--- config.mk ---
export PLATFORM = sky130hd
export DESIGN_NAME = match_capture_timer
export DESIGN_NICKNAME = d
export VERILOG_FILES = /design/src/rtl/tmr_pkg.sv /design/src/rtl/tmr_datapath.sv /design/src/rtl/tmr_ctrl.sv /design/src/rtl/match_capture_timer.sv
export SDC_FILE = /design/constraint.sdc
export NUM_CORES = 1
export LEC_CHECK = 0
export CAP_MARGIN = 25
export CORE_MARGIN = 4
export CORE_UTILIZATION = 51
export CTS_BUF_LIST = sky130_fd_sc_hd__clkbuf_8 sky130_fd_sc_hd__clkbuf_16
export CTS_CLUSTER_SIZE = 14
export DETAILED_ROUTE_END_ITERATION = 7
export DONT_BUFFER_PORTS = 1
export GPL_TIMING_DRIVEN = 0
export HOLD_SLACK_MARGIN = 0.15
export PLACE_DENSITY = 0.74
export SETUP_SLACK_MARGIN = 0.4
export SLEW_MARGIN = 20
export SYNTH_ARGS = -nofsm -noshare
export SYNTH_HDL_FRONTEND = slang
export SYNTH_SLANG_ARGS = --single-unit
export TNS_END_PERCENT = 1
--- constraint.sdc ---
create_clock -name clk -period 4.8 [get_ports clk]
set_input_delay 1.44 -clock clk [delete_from_list [all_inputs] [get_ports clk]]
set_output_delay 1.44 -clock clk [all_outputs]
set_load 0.02 [all_outputs]
--- src/rtl/tmr_pkg.sv ---
package tmr_pkg;

  typedef struct packed {
    logic runEn;
    logic holdZero;
    logic countExt;
    logic matchClear;
    logic matchHalt;
  } tmrStrobe_t;

  localparam int A_CTRL   = 0;
  localparam int A_PRE    = 1;
  localparam int A_TC     = 2;
  localparam int A_PC     = 3;
  localparam int A_MATCH0 = 4;
  localparam int A_MCTL   = 8;
  localparam int A_CCTL   = 9;
  localparam int A_EXT    = 10;
  localparam int A_FLAG   = 11;
  localparam int A_CAP0   = 12;

endpackage

--- src/rtl/tmr_datapath.sv ---
module tmr_datapath
  import tmr_pkg::*;
#(
  parameter int W  = 32,
  parameter int NM = 4,
  parameter int NC = 2
) (
  input  logic                   clk,
  input  logic                   rstN,
  input  tmrStrobe_t             strb,
  input  logic [W-1:0]           prescale,
  input  logic [NM-1:0][W-1:0]   matchVal,
  input  logic [NC-1:0]          capLoad,
  input  logic                   evtIn,
  input  logic [NC-1:0]          capIn,
  output logic                   tick,
  output logic [NM-1:0]          matchEq,
  output logic [W-1:0]           tcount,
  output logic [W-1:0]           pcount,
  output logic [NC-1:0]          capRise,
  output logic [NC-1:0]          capFall,
  output logic [NC-1:0][W-1:0]   capVal
);

  localparam int SW = NC + 1;

  logic [SW-1:0] syncA, syncB, syncPrev, riseAll;
  logic          evtRise;
  logic          prescaleWrap;

  // two flops against metastability, a third remembers the last level
  always_ff @(posedge clk or negedge rstN) begin
    if (!rstN) begin
      syncA    <= '0;
      syncB    <= '0;
      syncPrev <= '0;
    end else begin
      syncA    <= {evtIn, capIn};
      syncB    <= syncA;
      syncPrev <= syncB;
    end
  end

  assign riseAll = syncB & ~syncPrev;
  assign evtRise = riseAll[NC];
  assign capRise = riseAll[NC-1:0];
  assign capFall = ~syncB[NC-1:0] & syncPrev[NC-1:0];

  assign prescaleWrap = (pcount == prescale);
  assign tick = strb.runEn && !strb.holdZero &&
                (strb.countExt ? evtRise : prescaleWrap);

  always_ff @(posedge clk or negedge rstN) begin
    if (!rstN) begin
      pcount <= '0;
    end else if (strb.holdZero) begin
      pcount <= '0;
    end else if (strb.runEn && !strb.countExt) begin
      pcount <= prescaleWrap ? '0 : pcount + W'(1);
    end
  end

  always_ff @(posedge clk or negedge rstN) begin
    if (!rstN) begin
      tcount <= '0;
    end else if (strb.holdZero) begin
      tcount <= '0;
    end else if (tick) begin
      if (strb.matchClear)     tcount <= '0;
      else if (!strb.matchHalt) tcount <= tcount + W'(1);
    end
  end

  for (genvar g = 0; g < NM; g++) begin : gMatch
    assign matchEq[g] = (tcount == matchVal[g]);
  end

  for (genvar c = 0; c < NC; c++) begin : gCap
    always_ff @(posedge clk or negedge rstN) begin
      if (!rstN)           capVal[c] <= '0;
      else if (capLoad[c]) capVal[c] <= tcount;
    end


    cap_snapshot_chk: assert property (@(posedge clk) disable iff (!rstN)
      capLoad[c] |=> capVal[c] == $past(tcount));
  end


  hold_zero_chk: assert property (@(posedge clk) disable iff (!rstN)
    strb.holdZero |=> (tcount == '0 && pcount == '0));


  prescale_gap_chk: assert property (@(posedge clk) disable iff (!rstN)
    (strb.runEn && !strb.holdZero && !strb.countExt && pcount != prescale)
      |=> tcount == $past(tcount));

endmodule

--- src/rtl/tmr_ctrl.sv ---
module tmr_ctrl
  import tmr_pkg::*;
#(
  parameter int W      = 32,
  parameter int NM     = 4,
  parameter int NC     = 2,
  parameter int ADDR_W = 4
) (
  input  logic                   clk,
  input  logic                   rstN,
  input  logic                   busWe,
  input  logic [ADDR_W-1:0]      busAddr,
  input  logic [W-1:0]           busWdata,
  output logic [W-1:0]           busRdata,
  input  logic                   tick,
  input  logic [NM-1:0]          matchEq,
  input  logic [W-1:0]           tcount,
  input  logic [W-1:0]           pcount,
  input  logic [NC-1:0]          capRise,
  input  logic [NC-1:0]          capFall,
  input  logic [NC-1:0][W-1:0]   capVal,
  output tmrStrobe_t             strb,
  output logic [W-1:0]           prescale,
  output logic [NM-1:0][W-1:0]   matchVal,
  output logic [NC-1:0]          capLoad,
  output logic                   irq,
  output logic [NM-1:0]          extOut
);

  localparam int MCTL_W = 3 * NM;
  localparam int CCTL_W = 3 * NC;
  localparam int EXT_W  = 3 * NM;
  localparam int FLAG_W = NM + NC;

  logic                runBit, holdBit, modeBit;
  logic [MCTL_W-1:0]   mctl;
  logic [CCTL_W-1:0]   cctl;
  logic [NM-1:0]       extState;
  logic [2*NM-1:0]     extCode;
  logic [FLAG_W-1:0]   flags;

  logic [NM-1:0] matchEvt, intMaskM, rstMaskM, haltMaskM;
  logic [NC-1:0] intMaskC;
  logic          clearHit, haltHit;
  logic          wrCtrl, wrPre, wrMctl, wrCctl, wrExt, wrFlag;
  logic [FLAG_W-1:0] setBits, clrBits;

  assign wrCtrl = busWe && busAddr == ADDR_W'(A_CTRL);
  assign wrPre  = busWe && busAddr == ADDR_W'(A_PRE);
  assign wrMctl = busWe && busAddr == ADDR_W'(A_MCTL);
  assign wrCctl = busWe && busAddr == ADDR_W'(A_CCTL);
  assign wrExt  = busWe && busAddr == ADDR_W'(A_EXT);
  assign wrFlag = busWe && busAddr == ADDR_W'(A_FLAG);

  for (genvar k = 0; k < NM; k++) begin : gMask
    assign intMaskM[k]  = mctl[3*k];
    assign rstMaskM[k]  = mctl[3*k+1];
    assign haltMaskM[k] = mctl[3*k+2];
  end

  for (genvar c = 0; c < NC; c++) begin : gCapSel
    assign capLoad[c]  = (capRise[c] & cctl[3*c]) | (capFall[c] & cctl[3*c+1]);
    assign intMaskC[c] = cctl[3*c+2];
  end

  assign matchEvt = {NM{tick}} & matchEq;
  assign clearHit = |(matchEvt & rstMaskM);
  assign haltHit  = |(matchEvt & haltMaskM);
  assign setBits  = {capLoad & intMaskC, matchEvt & intMaskM};
  assign clrBits  = wrFlag ? busWdata[FLAG_W-1:0] : '0;

  assign strb.runEn      = runBit;
  assign strb.holdZero   = holdBit;
  assign strb.countExt   = modeBit;
  assign strb.matchClear = clearHit;
  assign strb.matchHalt  = haltHit;

  assign irq    = |flags;
  assign extOut = extState;

  always_ff @(posedge clk or negedge rstN) begin
    if (!rstN) begin
      runBit   <= 1'b0;
      holdBit  <= 1'b0;
      modeBit  <= 1'b0;
      prescale <= '0;
      matchVal <= '0;
      mctl     <= '0;
      cctl     <= '0;
      flags    <= '0;
    end else begin
      if (wrCtrl)       {modeBit, holdBit, runBit} <= busWdata[2:0];
      else if (haltHit) runBit <= 1'b0;
      if (wrPre)  prescale <= busWdata;
      if (wrMctl) mctl     <= busWdata[MCTL_W-1:0];
      if (wrCctl) cctl     <= busWdata[CCTL_W-1:0];
      for (int k = 0; k < NM; k++) begin
        if (busWe && busAddr == ADDR_W'(A_MATCH0 + k)) matchVal[k] <= busWdata;
      end
      flags <= (flags & ~clrBits) | setBits;
    end
  end

  always_ff @(posedge clk or negedge rstN) begin
    if (!rstN) begin
      extState <= '0;
      extCode  <= '0;
    end else if (wrExt) begin
      extState <= busWdata[NM-1:0];
      extCode  <= busWdata[EXT_W-1:NM];
    end else begin
      for (int k = 0; k < NM; k++) begin
        if (matchEvt[k]) begin
          case (extCode[2*k +: 2])
            2'b01:   extState[k] <= 1'b0;
            2'b10:   extState[k] <= 1'b1;
            2'b11:   extState[k] <= ~extState[k];
            default: ;
          endcase
        end
      end
    end
  end

  always_comb begin
    busRdata = '0;
    case (busAddr)
      ADDR_W'(A_CTRL): busRdata[2:0] = {modeBit, holdBit, runBit};
      ADDR_W'(A_PRE):  busRdata = prescale;
      ADDR_W'(A_TC):   busRdata = tcount;
      ADDR_W'(A_PC):   busRdata = pcount;
      ADDR_W'(A_MCTL): busRdata[MCTL_W-1:0] = mctl;
      ADDR_W'(A_CCTL): busRdata[CCTL_W-1:0] = cctl;
      ADDR_W'(A_EXT):  busRdata[EXT_W-1:0] = {extCode, extState};
      ADDR_W'(A_FLAG): busRdata[FLAG_W-1:0] = flags;
      default: ;
    endcase
    for (int k = 0; k < NM; k++) begin
      if (busAddr == ADDR_W'(A_MATCH0 + k)) busRdata = matchVal[k];
    end
    for (int c = 0; c < NC; c++) begin
      if (busAddr == ADDR_W'(A_CAP0 + c)) busRdata = capVal[c];
    end
  end


  halt_run_chk: assert property (@(posedge clk) disable iff (!rstN)
    (haltHit && !wrCtrl) |=> !runBit);

  for (genvar k = 0; k < NM; k++) begin : gChk

    match_flag_chk: assert property (@(posedge clk) disable iff (!rstN)
      (matchEvt[k] && intMaskM[k]) |=> flags[k]);


    pin_invert_chk: assert property (@(posedge clk) disable iff (!rstN)
      (matchEvt[k] && extCode[2*k +: 2] == 2'b11 && !wrExt)
        |=> extOut[k] != $past(extOut[k]));
  end


  cap_flag_chk: assert property (@(posedge clk) disable iff (!rstN)
    (capLoad[0] && intMaskC[0]) |=> flags[NM]);

endmodule

--- src/rtl/match_capture_timer.sv ---
module match_capture_timer
  import tmr_pkg::*;
#(
  parameter int W      = 32,
  parameter int NM     = 4,
  parameter int NC     = 2,
  parameter int ADDR_W = 4
) (
  input  logic              clk,
  input  logic              rstN,
  input  logic              busWe,
  input  logic [ADDR_W-1:0] busAddr,
  input  logic [W-1:0]      busWdata,
  output logic [W-1:0]      busRdata,
  input  logic              evtIn,
  input  logic [NC-1:0]     capIn,
  output logic              irq,
  output logic [NM-1:0]     extOut
);

  tmrStrobe_t              strb;
  logic [W-1:0]            prescale, tcount, pcount;
  logic [NM-1:0][W-1:0]    matchVal;
  logic [NC-1:0][W-1:0]    capVal;
  logic [NM-1:0]           matchEq;
  logic [NC-1:0]           capLoad, capRise, capFall;
  logic                    tick;

  tmr_ctrl #(.W(W), .NM(NM), .NC(NC), .ADDR_W(ADDR_W)) i_ctrl (
    .clk(clk), .rstN(rstN),
    .busWe(busWe), .busAddr(busAddr), .busWdata(busWdata), .busRdata(busRdata),
    .tick(tick), .matchEq(matchEq), .tcount(tcount), .pcount(pcount),
    .capRise(capRise), .capFall(capFall), .capVal(capVal),
    .strb(strb), .prescale(prescale), .matchVal(matchVal), .capLoad(capLoad),
    .irq(irq), .extOut(extOut)
  );

  tmr_datapath #(.W(W), .NM(NM), .NC(NC)) i_datapath (
    .clk(clk), .rstN(rstN), .strb(strb), .prescale(prescale),
    .matchVal(matchVal), .capLoad(capLoad), .evtIn(evtIn), .capIn(capIn),
    .tick(tick), .matchEq(matchEq), .tcount(tcount), .pcount(pcount),
    .capRise(capRise), .capFall(capFall), .capVal(capVal)
  );

endmodule

# After elaboration in Yosys (flattened, before gate mapping)
# Cells that the tools add are included.
# W data, S select, Z words.
op_classes:
  n_addsub: 2
  eq_ne: 31
  n_reduce_logical: 35
  shifts: 0
  div: 0
  n_lt_le_gt_ge: 0
  bitwise_logic: 22
  n_mux: 30
  n_mul: 0
ops:
  columns: ["cell", "count"]
  rows:
  - ["$mux W32", 13]
  - ["$eq A32 B32 Y1", 5]
  - ["$add A32 B1 Y32 const B", 2]
  - ["$pmux W20 S3", 1]
  - ["$pmux W6 S5", 1]
  - ["$eq A4 B4 Y1 const B", 6]
  - ["$pmux W3 S8", 1]
  - ["$pmux W3 S7", 1]
  - ["$and A4 B4 Y4", 4]
  - ["$eq A2 B2 Y1 const B", 8]
  - ["$eq A4 B3 Y1 const B", 4]
  - ["$reduce_bool A4 Y1", 4]
  - ["$reduce_bool A2 Y1", 7]
  - ["$logic_and A1 B1 Y1", 13]
  - ["$pmux W1 S3", 4]
  - ["$reduce_and A2 Y1", 5]
  - ["$eq A2 B1 Y1 const B", 4]
  - ["$eq A4 B2 Y1 const B", 2]
  - ["$reduce_or A4 Y1", 2]
  - ["$mux W1", 7]
  - ["$and A6 B6 Y6", 1]
  - ["$mux W6", 1]
  - ["$not A6 Y6", 1]
  - ["$or A6 B6 Y6", 1]
  - ["other kinds (13)", 22]
totals:
  in_bits: 42
  mem_count: 0
  output_inout_bits: 37
  rom_bits: 0
  register_bits: 336
  ramBits: 0
  latch_bits: 0
  elab_cells: 143

# Depth between registers and ports, before layout
logic_depth:
  ltp_word: 11
  depth_mapped: 12

# By module
# A second synthesis with hierarchy kept.
hier_totals:
  hier_cells: 1738
  area_unflattened_um2: 19078.3
by_module_without_submodules:
  columns: ["module", "seq_area_each_um2", "area_per_inst_um2", "cells_each", "n_inst"]
  rows:
  - ["tmr_ctrl", 4979.8, 11046.8, 934, 1]
  - ["tmr_datapath", 3428.3, 8031.5, 804, 1]

# Worst setup path before layout
# Ideal clock, no wire load.
synth_timing:
  kind: "input to output"
  startpoint: "in busAddr[1]"
  endpoint: "out busRdata[2]"
  required_ps: 3360
  t_arrival_ps: 3335
  setup_slack_ps: 25
  path_stages: 9
  path_cell_list: "clkbuf_1 > nand2_1 > nor3_1 > clkbuf_1 > a222oi_1 > a21o_1 > a21oi_1 > a211oi_1 > o21ai_0"
synth_between:
  elab_chain_len: 8
  elab_cells_between_ends: 21
  classes_between: "eq/ne: 13; mux: 7; reduce/logical: 1"
synth_rtl:
  columns: ["item", "line", "source"]
  rows:
  - ["start: declaration", "match_capture_timer.sv:12", "input logic [ADDR_W-1:0] busAddr,"]
  - ["$eq A4 B4 Y1, or another cell as far along", "tmr_ctrl.sv:127", "case (busAddr)"]
  - ["$pmux W3 S8", "tmr_ctrl.sv:127", null]
  - ["$mux W32 (4 in a row)", "tmr_ctrl.sv:139", "if (busAddr == ADDR_W'(A_MATCH0 + k)) busRdata = matchVal[k];"]
  - ["$mux W32", "tmr_ctrl.sv:142", "if (busAddr == ADDR_W'(A_CAP0 + c)) busRdata = capVal[c];"]
  - ["$mux W32 (*)", "tmr_ctrl.sv:142", null]
  - ["end: declaration", "match_capture_timer.sv:14", "output logic [W-1:0] busRdata,"]
# Every way passes the cells marked *; elsewhere a longest branch is shown, timed or not.

# Final worst setup path
layout_timing:
  startpoint: "in busAddr[0]"
  endpoint: "out busRdata[9]"
layout_between:
  elab_chain_len: 8
  elab_cells_between_ends: 18
  classes_between: "eq/ne: 11; mux: 7"
layout_rtl:
  columns: ["item", "line"]
  rows:
  - ["$eq A4 B4 Y1, or another cell as far along", "tmr_ctrl.sv:127"]
  - ["$pmux W6 S5", "tmr_ctrl.sv:127"]
  - ["$mux W32 (4 in a row)", "tmr_ctrl.sv:139"]
  - ["$mux W32", "tmr_ctrl.sv:142"]
  - ["$mux W32 (*)", "tmr_ctrl.sv:142"]
# Marked as above.

==> impl_metrics.tcl <==
set metrics [dict create \
    rsz0062_at_grt "yes" \
    status "complete, no violations" \
    cts.sinks 336 \
    num_vias 14450 \
    r2r_start "i_datapath.tcount[20]" \
    die-area_um2 38330 \
    ant_nets 0 \
    synth-compound-area-share_pct 11.12 \
    track_usage_pct 33.17 \
    core_um2 34630 \
    hold_path_startpoint "i_datapath.syncA[1]" \
    synth_seq_cells 336 \
    fmax_ghz 0.2089 \
    cellPowerDensity_nw_per_um2 408.0 \
    p_leak_nw 8.876 \
    switching_share_pct 30.77 \
    power_frac_seq_pct 44.3 \
    finalHoldViolCount 0 \
    area.growth.synth_to_final_pct 14.42 \
    clk_latency_ns 0.55 \
    synth_area_leaders "dfrtp_1 (47%), mux2_2 (16%), xnor2_1 (8.0%)" \
    design_area_um2 20580 \
    wl_um 64480 \
    p_int_mw 5.812 \
    clock_power_share_pct 37.6 \
    io_buffers 0 \
    dr.pass1.iters 8 \
    synth_xor_area_share_pct 8.613 \
    synth-edff-count 0 \
    finalMaxSlewViolations 0 \
    antenna_found_initial 1 \
    drv_cap 0 \
    dpl.hpwl_um 46650 \
    tns_ns 0 \
    ys_warn_count 0 \
    numCtsBuffers 40 \
    die_h_um 195.8 \
    rr_worst_depth 10 \
    grt_start_max_net_pins 337 \
    gr-usage-met1_pct 46.05 \
    synth_fa_ha_area_share_pct 0.4174 \
    drt-initial-drc-count 1813 \
    synth_ff_type "dfrtp_1" \
    place_area_um2 18630 \
    pin_count 79 \
    rows 68 \
    routedWlPerCell_um 29.55 \
    tightest_slew_ns 1.048 \
    p_sw_mw 2.583 \
    crit_required_ns 3.36 \
    critPathCaptureType "output pin" \
    critPathKind "in2out" \
    max-slew-margin-rel_pct 30.15 \
    synthesis.nets 1680 \
    drc 0 \
    drive_gt1_share_pct 28.97 \
    viasPerCell 6.622 \
    chipWidth_um 195.8 \
    globalplace.congestion 1.032 \
    setup_viol 0 \
    start_util_pct 51.93 \
    critPathLaunchType "primary input" \
    worstPathArrival_ns 3.35 \
    finClkSkew_ns 0.01724 \
    irDropWorstVdd_uv 320.5 \
    syn_inst 1632 \
    layout_min_cycle_time_ns 4.788 \
    netlist_area_um2 17980 \
    hold_class "reg2reg" \
    clkTransAtPathRegs_ns 0.06 \
    yosysMostFrequentCell "dfrtp_1" \
    ys_async_sr_fraction_pct 100.0 \
    synth.yosys.seq_area_share_pct 46.75 \
    hold_depth 0 \
    grt_pass1_wl_um 95340 \
    ctsHoldBuffers 0 \
    crit_fanout 7 \
    synth_top_area_cell "dfrtp_1" \
    synthMuxAreaShare_pct 16.05 \
    final_util_pct 59.42 \
    synth.top_cell.area_share_pct 46.75 \
    power_frac_comb_pct 18.1 \
    grt-ovfl-total 0 \
    yosysUniqueCellTypes 73 \
    synthTopCellsByCount "dfrtp_1 (336), mux2_2 (249), xnor2_1 (165), nand2_1 (139), nand4_1 (71)" \
    fin_crit_sh_pct 99.75 \
    synth-simple-area-share_pct 13.07 \
    crit_start "busAddr[0]" \
    met3_usage_pct 7.728 \
    cts-root-buf "clkbuf_16" \
    hold_ws_ns 0.3499 \
    fin_nets 1742 \
    grt_use_met2_pct 51.26 \
    htreeDepth 2 \
    top_usage_layer "met2" \
    tritoncts "done" \
    avgSynthCellArea_um2 11.02 \
    clockBufferDepth 3 \
    synth_top_family_by_area "multiplexers" \
    grt_pass1_vias 14130 \
]
==> layout make-up <==
cell class	count	area, µm²
Inverter	12	48.80
Multi-Input combinational cell	1156	9180
Timing Repair Buffer	20	168.9
Clock buffer	46	1106
Fill cell	2829	14050
Antenna cell	1	2.502
Tap cell	455	569.3
Buffer	128	824.5
Sequential cell	336	8408
Clock inverter	28	267.8
==> worst paths after layout <==
path	to	slack (ns)
max in group asynchronous	i_ctrl.matchVal[15]	3.67
min reg2reg	i_datapath.syncB[1]	0.35
max	busRdata[9]	0.01
min in group asynchronous	i_datapath.syncPrev[0]	0.60
max reg2reg	i_datapath.tcount[20]	1.25
min	i_datapath.syncB[1]	0.35
==> critical path: stages <==
cell	delay (ns)
clkbuf_16	0.14
nand2_4	0.07
nor3_2	0.05
clkbuf_8	0.16
a222oi_1	0.73
a31oi_1	0.22
a211o_1	0.28
o21ai_2	0.09
a31oi_4	0.16
==> state kept, by name, indices dropped and copies added, names as in the netlist <==
| signal | cells |
|---|---|
| i_datapath.tcount | 32 |
| i_ctrl.extOut | 4 |
| i_ctrl.extCode | 8 |
| i_ctrl.holdBit | 1 |
| i_datapath.syncPrev | 3 |
| i_ctrl.runBit | 1 |
| i_ctrl.matchVal | 128 |
| i_ctrl.mctl | 12 |
| i_ctrl.cctl | 6 |
| i_datapath.pcount | 32 |
| i_datapath.capVal | 64 |
| i_ctrl.flags | 6 |
| i_ctrl.prescale | 32 |
| i_datapath.syncA | 3 |
| i_ctrl.modeBit | 1 |
| i_datapath.syncB | 3 |
==> layout by cell type (no fill, tap or decap), types with 11 or more instances in the layout <==
cell type / Yosys / final
clkbuf_2: 0 / 11
a211o_1: 12 / 12
clkbuf_4: 0 / 12
nand3_1: 38 / 36
xnor2_1: 165 / 165
clkbuf_16: 0 / 44
a221o_1: 14 / 14
nand2_1: 139 / 137
buf_6: 19 / 19
clkbuf_1: 61 / 31
a21oi_1: 21 / 20
nor2_1: 62 / 56
a31oi_1: 21 / 11
a222oi_1: 30 / 30
buf_2: 23 / 25
o21ai_0: 65 / 60
a22oi_1: 57 / 57
and3_1: 37 / 37
inv_1: 12 / 15
dfrtp_1: 336 / 336
clkinv_2: 0 / 12
mux2_2: 249 / 248
nand4_1: 71 / 71
buf_1: 20 / 18
buf_4: 5 / 23
==> repair_timing <==
| action | CTS | global route |
|---|---|---|
| endpoints found under the setup margin | 32 | 32 |
| hold endpoints to repair | 0 | 0 |
| gates resized for setup | 105 | 5 |
| gates cloned | 1 | 0 |
| pin swaps | 22 | 7 |
| setup buffers | 17 | 1 |
==> routing by layer <==
metal | share of wire, % | vias to the layer above
met3 | 9.8 | 135
met1 | 40 | 7427
met4 | 4.3 | 0
met5 | 0 | -
li1 | - | 6111
met2 | 45 | 777
==> cells by family (layout without fill, tap and decap cells) <==
family	after synthesis	in the layout
and+or+nand+nor	441	441
DFF	336	336
AOI/OAI and AO/OA	277	277
muxes	256	256
xor gates and xnor gates	176	176
buffers and inverters	140	234
adders and majority gates	6	6
other	0	1
==> power groups by stage <==
stage | Clock, mW | Sequential [mW] | Combinational (mW)
finish | 3.16 | 3.72 | 1.52
global route | 3.31 | 3.75 | 1.59
CTS | 3.18 | 3.69 | 1.49
detailed placement | 0 | 3.73 | 1.43
global placement | 0 | 3.71 | 1.41
floorplan | 0 | 3.57 | 1.03
==> metrics by stage <==
step	power, mW	cells	worst slack (ns)
global route	8.643	2181	0.1347
detailed placement	5.165	2088	-0.7022
global placement	5.118	2087	-0.7007
floorplan	4.596	1632	0.3022
CTS	8.358	2180	0.2480
finish	8.395	2182	0.01188
(Power assumes the default switching activity.)
